`config.mk`:
```
export PLATFORM = sky130hd
export DESIGN_NAME = opport_setclr
export DESIGN_NICKNAME = d
export VERILOG_FILES = /design/src/rtl/opport_setclr.sv
export SDC_FILE = /design/constraint.sdc
export NUM_CORES = 1
export LEC_CHECK = 0
export BUFFER_PORTS_ARGS = -buffer_cell sky130_fd_sc_hd__buf_2
export CAP_MARGIN = 20
export CORE_AREA = 4 4 41 43
export CTS_CLUSTER_SIZE = 24
export DETAILED_ROUTE_END_ITERATION = 8
export DIE_AREA = 0 0 45 47
export GPL_TIMING_DRIVEN = 0
export PLACE_DENSITY = 0.85
export SYNTH_ARGS = -nofsm -noshare
export SYNTH_HDL_FRONTEND = slang
export SYNTH_SLANG_ARGS = --single-unit
```
`constraint.sdc`:
```
create_clock -name clk -period 1.9 [get_ports clk]
set_clock_uncertainty 0.05 [all_clocks]
set_input_delay 0.095 -clock clk [delete_from_list [all_inputs] [get_ports clk]]
set_output_delay 0.095 -clock clk [all_outputs]
set_load 0.02 [all_outputs]
```
`src/rtl/opport_setclr.sv`:
```
module opport_setclr #(
  parameter int WIDTH = 8,
  parameter logic [3:0] OP_SET = 4'hE,
  parameter logic [3:0] OP_CLR = 4'hF
) (
  input  logic             clk,
  input  logic             rst_n,
  input  logic             cmd_stb,
  input  logic [3:0]       cmd_op,
  input  logic [WIDTH-1:0] cmd_data,
  input  logic [WIDTH-3:0] alt_sel,
  input  logic [WIDTH-3:0] alt_sig,
  input  logic             p1_alt_en,
  input  logic             p1_alt,
  input  logic             p0_alt_en,
  input  logic             p0_alt,
  input  logic             rts_flow_en,
  input  logic             rx_rts,
  output logic [WIDTH-1:0] out_pins
);

  logic [WIDTH-1:0] port_q;
  wire do_set = cmd_stb && (cmd_op == OP_SET);
  wire do_clr = cmd_stb && (cmd_op == OP_CLR);

  always_ff @(posedge clk or negedge rst_n) begin
    if (!rst_n)      port_q <= '0;
    else if (do_set) port_q <= port_q | cmd_data;
    else if (do_clr) port_q <= port_q & ~cmd_data;
  end

  assign out_pins[0] = rts_flow_en ? ~(port_q[0] & rx_rts)
                     : p0_alt_en   ? p0_alt
                     :               ~port_q[0];
  assign out_pins[1] = p1_alt_en ? p1_alt : ~port_q[1];

  for (genvar k = 2; k < WIDTH; k++) begin : g_pin
    assign out_pins[k] = alt_sel[k-2] ? alt_sig[k-2] : ~port_q[k];
  end

endmodule


```
==> impl_summary.md <==
Placement
At the end of routability-driven placement, the weighted congestion stood at 0.617. The placed wire-length estimate is just under 900 um. Once placement finished, the instance area stood at 661 um^2. Input and output buffers added on the ports amount to 39. The total instance count after detailed placement is 107.

STA
The slew at the pin with the worst max-slew slack is 342 ps. Setup violations remaining at the end of the flow were counted as 0. The final hold violation count is 0. Counting I/O delays and the setup requirement, the final critical path takes approximately 1100 ps.

Derived from the worst setup path, the maximum achievable clock frequency is 0.889 GHz. Dividing the final minimum period by the clock period gives 0.592. Hold timing on the final database bottoms out at a slack of between 50 and 60 ps.

The max-slew violation count came to 0. The worst relative slew slack is 0.772. The setup total negative slack is 0 ps. Setup repair after global routing left no endpoint under its margin.

Drt
The length of the first detailed-routing pass in iterations is 4. The detailed-route DRC error count is 0. The mean routed wirelength per cell is about 9.5 um. The first routing iteration left 5 violations. In this run the remaining antenna-violating nets after routing total 0. The average via count per standard cell is between 4 and 5. The routed via count is between 400 and 500. The total wire length is roughly 1100 um.

Setup path
The arrival time at the worst endpoint is 980 ps. The kind of launch point of the worst setup path is a register. The delay of the slowest cell on the worst path is roughly 380 ps. STA classifies the critical path endpoint as an output port. The depth of the most critical reg-to-reg path is 2. The largest fanout of any net on the critical path is 2. The startpoint-to-endpoint class of the critical path is register to output port. The register-to-register path setup slack is ~1200 ps. For the worst setup path, the data required time is roughly 1800 ps. The highest-delay cell along the critical path is dfrtp_1. The kind of cell adding the most delay to the critical path is flip-flops. Counting both buffers and inverters, the worst setup path holds a total of 1. Traced cell by cell, the critical path runs through o21ai_0 -> buf_2.

Job
Max-cap violations in this run came to 0.

Cells and area
The final-stage net count is ~130. The finished layout cell area is slightly below 700 um^2. Of the cells placed in the final design, the portion with a size suffix greater than 1 is 0.448.

0 antenna diodes ended up in the layout. The area added between synthesis and finish is 55.2%. The finished layout holds ~110 standard cells, fillers aside.

Once layout is complete, the utilization of the core stands at 0.533.

Yosys
Of the synthesized area, sequential elements account for 0.448. By area the synthesized netlist is led by dfrtp_1, mux2i_1, nand2_1. The synthesized area per cell is 8.43 um^2. Among all flip-flop cells after synthesis, the most frequent one is dfrtp_1. The commonest cells after synthesis are nand2_1, dfrtp_1, inv_1, mux2i_1, o21ai_0. The fraction of post-synthesis cell area in the top cell type by area is 0.448.

The count of yosys warnings during synthesis is 0. Counting every net in the synthesized netlist gives 86. The number of different library cells in the post-synthesis netlist is 10. The most frequent cell after synthesis is nand2_1. Synthesis inferred 8 register bits. For this run, asynchronously set or reset flops after synthesis account for 1.00. Counting every instance in the synthesized netlist gives 53. dfrtp_1 takes more of the synthesized area than any other cell. The cell area that synthesis handed to floorplanning was between 400 and 500 um^2. The number of synthesized flops with an enable pin is 0.

Hold path
The startpoint identified for the worst hold timing path is cmd_data[4]. The worst min-delay path category is input port to register. The hold-critical path depth is 3.

Power and ir drop
The total power divided by cell area is about 730 nW/um^2. For this design the static power due to leakage is 0.437 nW. Across the VDD grid, the largest voltage drop is roughly 0.5 mV.

Clock network
The total clock buffers created by CTS is 3. The count of clock tree sinks is 8. CTS built an H-tree with a depth of 1. The worst-case clock buffer depth is 2. The clock-pin slew reported for the worst setup and hold paths after clock tree synthesis is about 60 ps. Clock latency on the worst-skew pair, taken at its later pin, is between 200 and 300 ps. Gates resized during post-CTS repair numbered 0. The CTS tree is yes. In this run the clock root is driven by a clkbuf_4.

The post-CTS setup repair buffer count is 0. After clock tree synthesis, the flow added hold-fix buffers numbering 1.

Floorplan
The number of rows created at floorplan is 13. The height of the die is roughly 47 um. The number of top-level pins is ~40. The full die area is about 2100 um^2. The die is 45 um wide. The placeable core region is 1300 um^2. The starting density of the core is 0.343.

Status
The flow ran to the end, and the final reports show no timing, DRC or antenna violations.

Global routing
The first global-routing pass estimated about 1600 um of wire. The via count of the first global-routing pass came to 438. In the global route stage, overall resource usage came out at 0.106.

The global route total overflow is 0. The number of antenna violations at the first check in global routing is 0. The pin count of the biggest net entering global routing is 9.
-- layout by cell type (no fill, tap or decap) --
cell	Yosys	layout
buf_2	0	39
nand2_1	16	16
o21ai_0	8	8
inv_1	8	8
mux2i_1	8	8
dfrtp_1	8	8
clkbuf_4	0	3
nor3b_1	1	1
a21oi_1	1	1
buf_1	1	1
and4_1	1	1
buf_6	1	1
dlygate4sd3_1	0	1
-- logic make-up (layout without fill, tap and decap cells) --
family                 count (synthesis)  after routing  synth area share
and+or+nand+nor                       18             18             0.171
buffers and inverters                 10             53             0.101
AOI/OAI and AO/OA                      9              9             0.101
muxes                                  8              8             0.179
DFF                                    8              8             0.448
-- worst max-delay path by stage --
stage / start / slack [ps] / endpoint / cells past startpoint
after floorplan: register / 910 / out_pins[1] / 1
after global placement: cmd_op[2] / 1010 / register / 5
after detailed placement: cmd_op[2] / 990 / register / 5
after CTS: register / 780 / out_pins[7] / 2
after global routing: register / 700 / out_pins[7] / 2
final: register / 780 / out_pins[7] / 2
-- power by group --
part	total, W	switching, W	internal [W]
registers	0.000229	0.0000187	0.000210
logic	0.000149	0.0000796	0.0000696
clock network	0.000127	0.0000547	0.0000721
total	0.000505	0.000153	0.000352
-- tightest hold or removal path: stages --
cell,delay [ps]
buf_2,100
nand2_1,60
mux2i_1,60
-- stage by stage --
| step | worst slack (ps) | power, W |
|---|---|---|
| after floorplan | 906 | 0.000316 |
| after global routing | 700 | 0.000545 |
| after detailed placement | 988 | 0.000381 |
| after CTS | 775 | 0.000514 |
| after global placement | 1010 | 0.000375 |
| final | 776 | 0.000505 |
-- area by class of cell --
class                   count  area (um^2)
repair buffers             40          205
fillers                   138          608
plain buffers               2         15.0
clock buffers               3         22.5
multi-input cells          35          201
flip-flops and latches      8          200
inverters                   8         30.0
well taps                  15         18.8
-- routing by layer --
metal | share of wire | GRT usage | routed length, um | vias to the layer above
li1 | - | - | - | 259
met1 | 0.37 | 0.122 | 385 | 208
met2 | 0.49 | 0.184 | 520 | 29
met3 | 0.13 | 0.0268 | 140 | 2
met4 | 0.0066 | 0.0526 | 7 | 0
met5 | 0 | 0 | 0 | -
(Power assumes the default switching activity.)
